<file path="src/rtl/bmpfmt_pkg.sv">
package bmpfmt_pkg;

   localparam int unsigned HDR_BYTES = 54;
   localparam int unsigned INFO_SIZE = 40;
   localparam int unsigned BPP       = 24;

   typedef enum logic [1:0] {
      PH_HDR = 2'd0,
      PH_PIX = 2'd1,
      PH_END = 2'd2
   } phase_t;

   // Header byte at position idx for an image of w x h pixels.
   function automatic logic [7:0] hdr_byte(input int unsigned idx,
                                           input int unsigned w,
                                           input int unsigned h);
      logic [31:0] fsz;
      logic [31:0] word;
      logic [31:0] sh;
      fsz  = HDR_BYTES + w * h * 3;
      word = 32'd0;
      sh   = 32'd0;
      case (idx)
         0:  word = 32'd66;
         1:  word = 32'd77;
         2, 3, 4, 5: begin
            sh   = 8 * (idx - 2);
            word = fsz >> sh;
         end
         10: word = HDR_BYTES;
         14: word = INFO_SIZE;
         18, 19, 20, 21: begin
            sh   = 8 * (idx - 18);
            word = w >> sh;
         end
         22, 23, 24, 25: begin
            sh   = 8 * (idx - 22);
            word = h >> sh;
         end
         26: word = 32'd1;
         28: word = BPP;
         default: word = 32'd0;
      endcase
      return word[7:0];
   endfunction

endpackage

</file>
<file path="src/rtl/bmp_hdr_gen.sv">
module bmp_hdr_gen
   import bmpfmt_pkg::*;
#(
   parameter int unsigned IMG_W = 8,
   parameter int unsigned IMG_H = 4,
   parameter int unsigned IDX_W = 6
)(
   input  logic [IDX_W-1:0] idx,
   output logic [7:0]       byte_o
);

   localparam int unsigned PAD_W = 32 - IDX_W;

   always_comb begin
      byte_o = hdr_byte({{PAD_W{1'b0}}, idx}, IMG_W, IMG_H);
   end

endmodule

</file>
<file path="src/rtl/bmp_pair_ser.sv">
module bmp_pair_ser #(
   parameter int unsigned CH_W = 8,
   parameter int unsigned NPIX = 2
)(
   input  logic                      clk,
   input  logic                      rst_n,
   input  logic                      load,
   input  logic                      pop,
   input  logic [NPIX-1:0][CH_W-1:0] in_b,
   input  logic [NPIX-1:0][CH_W-1:0] in_g,
   input  logic [NPIX-1:0][CH_W-1:0] in_r,
   output logic                      full,
   output logic                      last,
   output logic [CH_W-1:0]           byte_o
);

   localparam int unsigned NLANE = NPIX * 3;
   localparam int unsigned SUB_W = $clog2(NLANE);

   logic [CH_W-1:0]  lane [NLANE];
   logic [SUB_W-1:0] sub;

   // Lanes in file order: per pixel blue, green, red; pixel 0 first.
   for (genvar p = 0; p < NPIX; p++) begin : g_pix
      always_ff @(posedge clk or negedge rst_n) begin
         if (!rst_n) begin
            lane[3*p]   <= '0;
            lane[3*p+1] <= '0;
            lane[3*p+2] <= '0;
         end else if (load) begin
            lane[3*p]   <= in_b[p];
            lane[3*p+1] <= in_g[p];
            lane[3*p+2] <= in_r[p];
         end
      end
   end

   always_ff @(posedge clk or negedge rst_n) begin
      if (!rst_n) begin
         full <= 1'b0;
         sub  <= '0;
      end else if (load) begin
         full <= 1'b1;
         sub  <= '0;
      end else if (pop && full) begin
         if (last) begin
            full <= 1'b0;
            sub  <= '0;
         end else begin
            sub <= sub + 1'b1;
         end
      end
   end

   assign last = (sub == SUB_W'(NLANE - 1));

   always_comb begin
      byte_o = '0;
      for (int i = 0; i < NLANE; i++) begin
         if (sub == SUB_W'(i)) byte_o = lane[i];
      end
   end

endmodule

</file>
<file path="src/rtl/bmp_seq.sv">
module bmp_seq
   import bmpfmt_pkg::*;
#(
   parameter int unsigned NPAIRS = 16,
   parameter int unsigned IDX_W  = 6
)(
   input  logic             clk,
   input  logic             rst_n,
   input  logic             out_fire,
   input  logic             pair_last,
   output phase_t           phase,
   output logic [IDX_W-1:0] hdr_idx
);

   localparam int unsigned PCW = (NPAIRS > 1) ? $clog2(NPAIRS) : 1;

   logic [PCW-1:0] pair_cnt;

   always_ff @(posedge clk or negedge rst_n) begin
      if (!rst_n) begin
         phase    <= PH_HDR;
         hdr_idx  <= '0;
         pair_cnt <= '0;
      end else begin
         case (phase)
            PH_HDR: if (out_fire) begin
               if (hdr_idx == IDX_W'(HDR_BYTES - 1)) phase <= PH_PIX;
               else                                  hdr_idx <= hdr_idx + 1'b1;
            end
            PH_PIX: if (out_fire && pair_last) begin
               if (pair_cnt == PCW'(NPAIRS - 1)) phase    <= PH_END;
               else                              pair_cnt <= pair_cnt + 1'b1;
            end
            default: phase <= PH_END;
         endcase
      end
   end

endmodule

</file>
<file path="src/rtl/bmp_stream_fmt.sv">
module bmp_stream_fmt
   import bmpfmt_pkg::*;
#(
   parameter int unsigned IMG_W = 8,
   parameter int unsigned IMG_H = 4
)(
   input  logic       clk,
   input  logic       rst_n,
   input  logic       pair_valid,
   output logic       pair_ready,
   input  logic [7:0] pix0_b,
   input  logic [7:0] pix0_g,
   input  logic [7:0] pix0_r,
   input  logic [7:0] pix1_b,
   input  logic [7:0] pix1_g,
   input  logic [7:0] pix1_r,
   output logic       out_valid,
   input  logic       out_ready,
   output logic [7:0] out_byte,
   output logic       done
);

   localparam int unsigned NPAIRS = IMG_W * IMG_H / 2;
   localparam longint unsigned FSIZE = longint'(HDR_BYTES) + longint'(IMG_W) * IMG_H * 3;
   localparam int unsigned IDX_W  = $clog2(HDR_BYTES);

   // Elaboration-time parameter checks
   if (IMG_W == 0 || IMG_H == 0) begin : g_bad_dim
      $error("bmp_stream_fmt: image dimensions must be non-zero");
   end
   if (IMG_W % 4 != 0) begin : g_bad_pad
      $error("bmp_stream_fmt: IMG_W must be a multiple of 4 (no row padding)");
   end
   if (FSIZE > 64'hFFFF_FFFF) begin : g_bad_size
      $error("bmp_stream_fmt: file size exceeds 32-bit header field");
   end

   phase_t           phase;
   logic [IDX_W-1:0] hdr_idx;
   logic [7:0]       hdr_b;
   logic [7:0]       pix_b;
   logic             buf_full;
   logic             buf_last;
   logic             out_fire;
   logic             load;

   assign out_valid  = (phase == PH_HDR) || ((phase == PH_PIX) && buf_full);
   assign out_fire   = out_valid && out_ready;
   assign pair_ready = (phase == PH_PIX) && !buf_full;
   assign load       = pair_valid && pair_ready;
   assign out_byte   = (phase == PH_HDR) ? hdr_b : pix_b;
   assign done       = (phase == PH_END);

   bmp_seq #(
      .NPAIRS (NPAIRS),
      .IDX_W  (IDX_W)
   ) u_seq (
      .clk       (clk),
      .rst_n     (rst_n),
      .out_fire  (out_fire),
      .pair_last (buf_last),
      .phase     (phase),
      .hdr_idx   (hdr_idx)
   );

   bmp_hdr_gen #(
      .IMG_W (IMG_W),
      .IMG_H (IMG_H),
      .IDX_W (IDX_W)
   ) u_hdr (
      .idx    (hdr_idx),
      .byte_o (hdr_b)
   );

   bmp_pair_ser #(
      .CH_W (8),
      .NPIX (2)
   ) u_ser (
      .clk    (clk),
      .rst_n  (rst_n),
      .load   (load),
      .pop    (out_fire && (phase == PH_PIX)),
      .in_b   ({pix1_b, pix0_b}),
      .in_g   ({pix1_g, pix0_g}),
      .in_r   ({pix1_r, pix0_r}),
      .full   (buf_full),
      .last   (buf_last),
      .byte_o (pix_b)
   );

endmodule

</file>
<file path="config.mk">
export PLATFORM = sky130hd
export DESIGN_NAME = bmp_stream_fmt
export DESIGN_NICKNAME = d
export VERILOG_FILES = /design/src/rtl/bmpfmt_pkg.sv /design/src/rtl/bmp_hdr_gen.sv /design/src/rtl/bmp_pair_ser.sv /design/src/rtl/bmp_seq.sv /design/src/rtl/bmp_stream_fmt.sv
export SDC_FILE = /design/constraint.sdc
export NUM_CORES = 1
export LEC_CHECK = 0
export CORE_MARGIN = 4
export CORE_UTILIZATION = 68
export CTS_CLUSTER_DIAMETER = 100
export DETAILED_ROUTE_END_ITERATION = 16
export DONT_BUFFER_PORTS = 1
export PLACE_DENSITY = 0.84
export SYNTH_ARGS = -nofsm -noshare
export SYNTH_HDL_FRONTEND = slang
export SYNTH_SLANG_ARGS = --single-unit
</file>
<file path="constraint.sdc">
create_clock -name clk -period 7.68 [get_ports clk]
set_input_delay 1.92 -clock clk [delete_from_list [all_inputs] [get_ports clk]]
set_output_delay 1.92 -clock clk [all_outputs]
set_load 0.01 [all_outputs]
</file>
# After elaboration in Yosys (flattened, before gate mapping)
# Index checks and enable logic that the tools add are counted.
dict set report word_totals {
  ff_bits 64
  inputBits 52
  out_inout_bits 11
  elab_cells 92
}
dict set report op_classes {
  n_addsub 6
  n_eq_ne 30
  shift 3
  mux 19
  bitwise 2
  n_reduce_logical 21
}
# operator n
set ops {}
lappend ops {{one-hot mux 8 bit (9 select lines)} 1}
lappend ops {{== test 6 x 5 -> 1 bit, second input constant} 10}
lappend ops {{two-way mux 8 bit} 7}
lappend ops {{>> shifter 3 x 32 -> 8 bit, first input constant} 1}
lappend ops {{>> shifter 4 x 32 -> 8 bit, first input constant} 1}
lappend ops {{>> shifter 8 x 32 -> 8 bit, first input constant} 1}
lappend ops {{subtractor 6 x 5 -> 7 bit, second input constant} 2}
lappend ops {{== test 6 x 2 -> 1 bit, second input constant} 2}
lappend ops {{== test 6 x 3 -> 1 bit, second input constant} 2}
lappend ops {{== test 6 x 4 -> 1 bit, second input constant} 2}
lappend ops {{OR reduction 4 bit} 3}
lappend ops {{two-way mux 3 bit} 3}
lappend ops {{two-way mux 2 bit} 4}
lappend ops {{logical AND 1 bit} 7}
lappend ops {{subtractor 6 x 2 -> 7 bit, second input constant} 1}
lappend ops {{adder 6 x 1 -> 6 bit, second input constant} 1}
lappend ops {{== test 3 x 2 -> 1 bit, second input constant} 2}
lappend ops {{== test 3 bit, second input constant} 2}
lappend ops {{== test 6 x 1 -> 1 bit, second input constant} 1}
lappend ops {{== test 6 bit, second input constant} 1}
lappend ops {{logical NOT 6 bit} 1}
lappend ops {{!= test 2 x 1 -> 1 bit, second input constant} 3}
lappend ops {{AND reduction 3 bit} 2}
lappend ops {{adder 4 x 1 -> 4 bit, second input constant} 1}
lappend ops {{16 further kinds} 20}

# Depth between registers and ports, before layout
dict set report depth {
  ltp_word 8
  mapped_depth 9
  ltp_nobuf 7
}

# Cells and area by module
# From an unflattened synthesis, not the netlist that was laid out.
dict set report hier_totals {
  hier_cells 308
  hier_area_um2 3569.7
}
# mod n_inst cells_per_inst area_per_inst_um2 seq_area_each_um2
set by_module_without_submodules {}
lappend by_module_without_submodules {bmp_pair_ser 1 202 2568.7 1301.2}
lappend by_module_without_submodules {bmp_seq 1 51 595.6 300.3}
lappend by_module_without_submodules {bmp_hdr_gen 1 38 250.2 0.0}
lappend by_module_without_submodules {bmp_stream_fmt 1 17 155.1 0.0}

# Least setup slack after synthesis
# No wires, ideal clock.
dict set report synth_path {
  kind {reg2out}
  start {register u_ser.sub[1]}
  end {output out_byte[0]}
  t_arrival_ns 1.912
  t_required_ns 5.760
  setup_slack_ns 3.848
  stages_incl_launch_ff 10
  n_path_buf 3
  cell_sequence {dfrtp_1 > buf_2 > buf_4 > and2_1 > ha_1 > clkbuf_1 > nor4_1 > a21oi_1 > a221o_1 > o41ai_1}
}
dict set report synth_via {
  elab_chain_cells 8
  elab_cells_between_ends 13
  classes_between {5 x eq/ne; 7 x mux; 1 x reduce/logical}
}
# item line
set synth_rtl {}
lappend synth_rtl {{from (decl)} bmp_pair_ser.sv:21} ;# logic [SUB_W-1:0] sub;
lappend synth_rtl {{from (signal assigned)} bmp_pair_ser.sv:50} ;# sub <= sub + 1'b1;
lappend synth_rtl {{logical NOT 3 bit} bmp_pair_ser.sv:60} ;# if (sub == SUB_W'(i)) byte_o = lane[i];
lappend synth_rtl {{two-way mux 8 bit (5 in a row)} bmp_pair_ser.sv:60}
lappend synth_rtl {{two-way mux 8 bit (*)} bmp_pair_ser.sv:60}
lappend synth_rtl {{two-way mux 8 bit (*)} bmp_stream_fmt.sv:51} ;# assign out_byte = (phase == PH_HDR) ? hdr_b : pix_b;
lappend synth_rtl {{to (decl)} bmp_stream_fmt.sv:19} ;# output logic [7:0] out_byte,
# Mark *: on every way between the ends. The rest lies on a longest branch, timed or not.

# Worst setup path after layout
dict set report layout_path {
  start {register u_ser.sub[0]}
  end {output out_byte[7]}
}
# Same word-level chain as after synthesis.

==> reports/results.ini <==
[cells_and_area]
regArea_mm2 = 0.00160
fill_cells = 392
antenna_cells = 0
drive_gt1_frac = 0.243
nets = 353
multi_input_area_mm2 = 0.00179
area_growth_pct = 3.39

[timing]
tns_ns = 0
period_share = 0.611
fin_ws_ns = 2.99
hold_viol = 0
relSlewSlack = 0.393
rsz0062_at_grt = no
finClkSkew_ns = 0.00604
tightestPinTransition_ns = 0.910
finalSetupViolCount = 0
final_max_slew_viol_count = 0
max_freq_mhz = 213
finalCriticalPeriod_ns = 4.69

[routing]
dr.pass1.iters = 5
wl_per_cell_um = 20.1
ant_nets = 0
via_per_inst = 6.33
drc = 0
drt-total-wl_mm = 7.37
drtIter0Drc = 178
num_vias = 2318

[yosys]
synth_fa_ha_area_frac = 0.0346
synth_edf_count = 0
syn_inst = 298
synth_mux_area_frac = 0.228
yosys.area.top_type_share = 0.443
yosysWarnings = 0
synth_compound_area_frac = 0.107
synth_area_leaders = dfrtp_1, mux2_4, ha_1
synthSimpleGateAreaFrac = 0.103
syn-num-nets = 360
synth_xor_area_frac = 0.0218
ys_ff_latch = 64
synth_top_family_by_area = multiplexers
synth_common_cells = dfrtp_1, mux2_4, o21ai_0, nand2_1, a21oi_1
synthArstFlopShare = 1.00
synth_top_area_cell = dfrtp_1
syn_area_mm2 = 0.00362
ys_types = 54
synth_seq_area_share = 0.443
syn_area_per_cell_um2 = 12.1
synth.most_common_cell = dfrtp_1
ys.flop_type = dfrtp_1

[floorplanning]
ios = 63
rows = 26
die_h_um = 80.9
core_mm2 = 0.00514
dieWidth_um = 80.9
die_area_mm2 = 0.00655
start_util = 0.704

[place]
place_ws_ns = 3.42
place.gp.congestion = 0.914
hpwlAfterDp_mm = 5.19
io_buffers = 0

[grt]
grt_pass1_vias = 2365
antenna_found_initial = 0
gr-usage-all-layers = 0.245
grt-ovfl-total = 0
grt_max_degree = 65
grt_pass1_wl_mm = 11.9

[clock_network]
clk_pin_slew_ns = 0.07
cts_sinks = 64
clock-root-buffer = clkbuf_8
insertion_delay_ns = 0.34
clockBufferDepth = 2
cts_tree = yes
cts_inserted_buffers = 9
cts_resized = 0
h-tree-depth = 3
ctsHoldBuffers = 0
post_cts_buffers = 0

[worst_setup_path]
critPathSlowestCell = dfrtp_1
end_kind = output port
crit_chain = and2_1, ha_1, nor2_1, a32oi_1, a311oi_1, a31o_2
setup.worst_path.start_class = flip-flop
cp_slowest_stage_delay_ns = 0.94
cp_data_required_time_ns = 5.76
crit_arrival_ns = 2.77
critical_path.top_delay_family = flip-flops
cp_max_fo = 27
timing_worst_setup_path_type = reg2out
cp.buffers_inverters = 0

[power]
peakVddDrop_uv = 120
leakage_nw = 1.68
powerDensity_mw_per_mm2 = 179
p_total_mw = 0.669

[hold_path]
hold_path.class = reg2reg

[flow_run]
cap_violations = 0

[status]
status = completed

## report_power, final
group / switching, mW / internal (mW)
clock: 0.132 / 0.200
combinational: 0 / 0.000542
sequential: 0 / 0.337
total: 0.132 / 0.537
## layout make-up
cell class	instances	share of cell area
tap	70	0.0234
inverter	9	0.00904
multi-input combinational	207	0.478
clock inverter	5	0.0211
sequential	64	0.428
clock buffer	11	0.0405
## registers in the layout, summed over array words and instances, names as in the netlist
signal and flops:
u_ser.lane 48, u_ser.full 1, u_seq.phase 2, u_seq.hdr_idx 6, u_ser.sub 3, u_seq.pair_cnt 4
## per-layer routing
metal  share of wire  up-vias  track usage  wire length [um]
met1            0.43     1101        0.323              3150
met3           0.089       17       0.0898               656
li1                -     1077            -                 -
met5               0        -            0                 0
met4           0.019        0       0.0743               137
met2            0.47      123        0.379              3430
## kinds of logic (layout without fill, tap and decap cells)
logic type               after synthesis  after routing
AO/OA/AOI/OAI                         61             61
XOR/XNOR                               9              9
adder cells (fa/ha/maj)               10             10
buffers and inverters                 27             25
flip-flops                            64             64
multiplexers                          61             61
AND/OR/NAND/NOR                       66             66
## worst paths after layout
kind	depth (start not counted)	end	from	slack [ns]
worst max-delay path	6	out_byte[7]	u_ser.sub[0]	2.99
worst min-delay path	1	u_seq.pair_cnt[3]	u_seq.pair_cnt[3]	0.47
worst max register to register	4	u_ser.lane[39]	u_seq.phase[0]	5.58
worst min register to register	1	u_seq.pair_cnt[3]	u_seq.pair_cnt[3]	0.47
max in group asynchronous	0	u_seq.hdr_idx[5]	rst_n	6.31
min in group asynchronous	0	u_ser.lane[26]	rst_n	1.26
## metrics by stage
stage / util / area, um2 / instances / hold WS, ns
2_1_floorplan: - / 3620 / 298 / 0.438
3_3_place_gp: 0.683 / 3510 / 350 / 0.458
3_5_place_dp: 0.683 / 3510 / 350 / 0.460
4_1_cts: 0.727 / 3740 / 366 / 0.474
5_1_grt: 0.727 / 3740 / 366 / 0.499
6_report: 0.727 / 3740 / 366 / 0.472
## cells in the final DEF, fill, tap and decap left out, types with 4 or more instances in the layout
master / n
clkbuf_8: 11
o21ai_0: 20
inv_1: 8
a21oi_1: 12
nor4_1: 4
nand2_1: 16
mux2i_1: 11
a31oi_1: 5
nor3_1: 5
nor2b_1: 4
nor2_1: 11
ha_1: 10
nand4_1: 6
mux2_4: 40
mux2_2: 8
dfrtp_1: 64
xnor2_1: 8
Power figures use the tool's default switching activity.
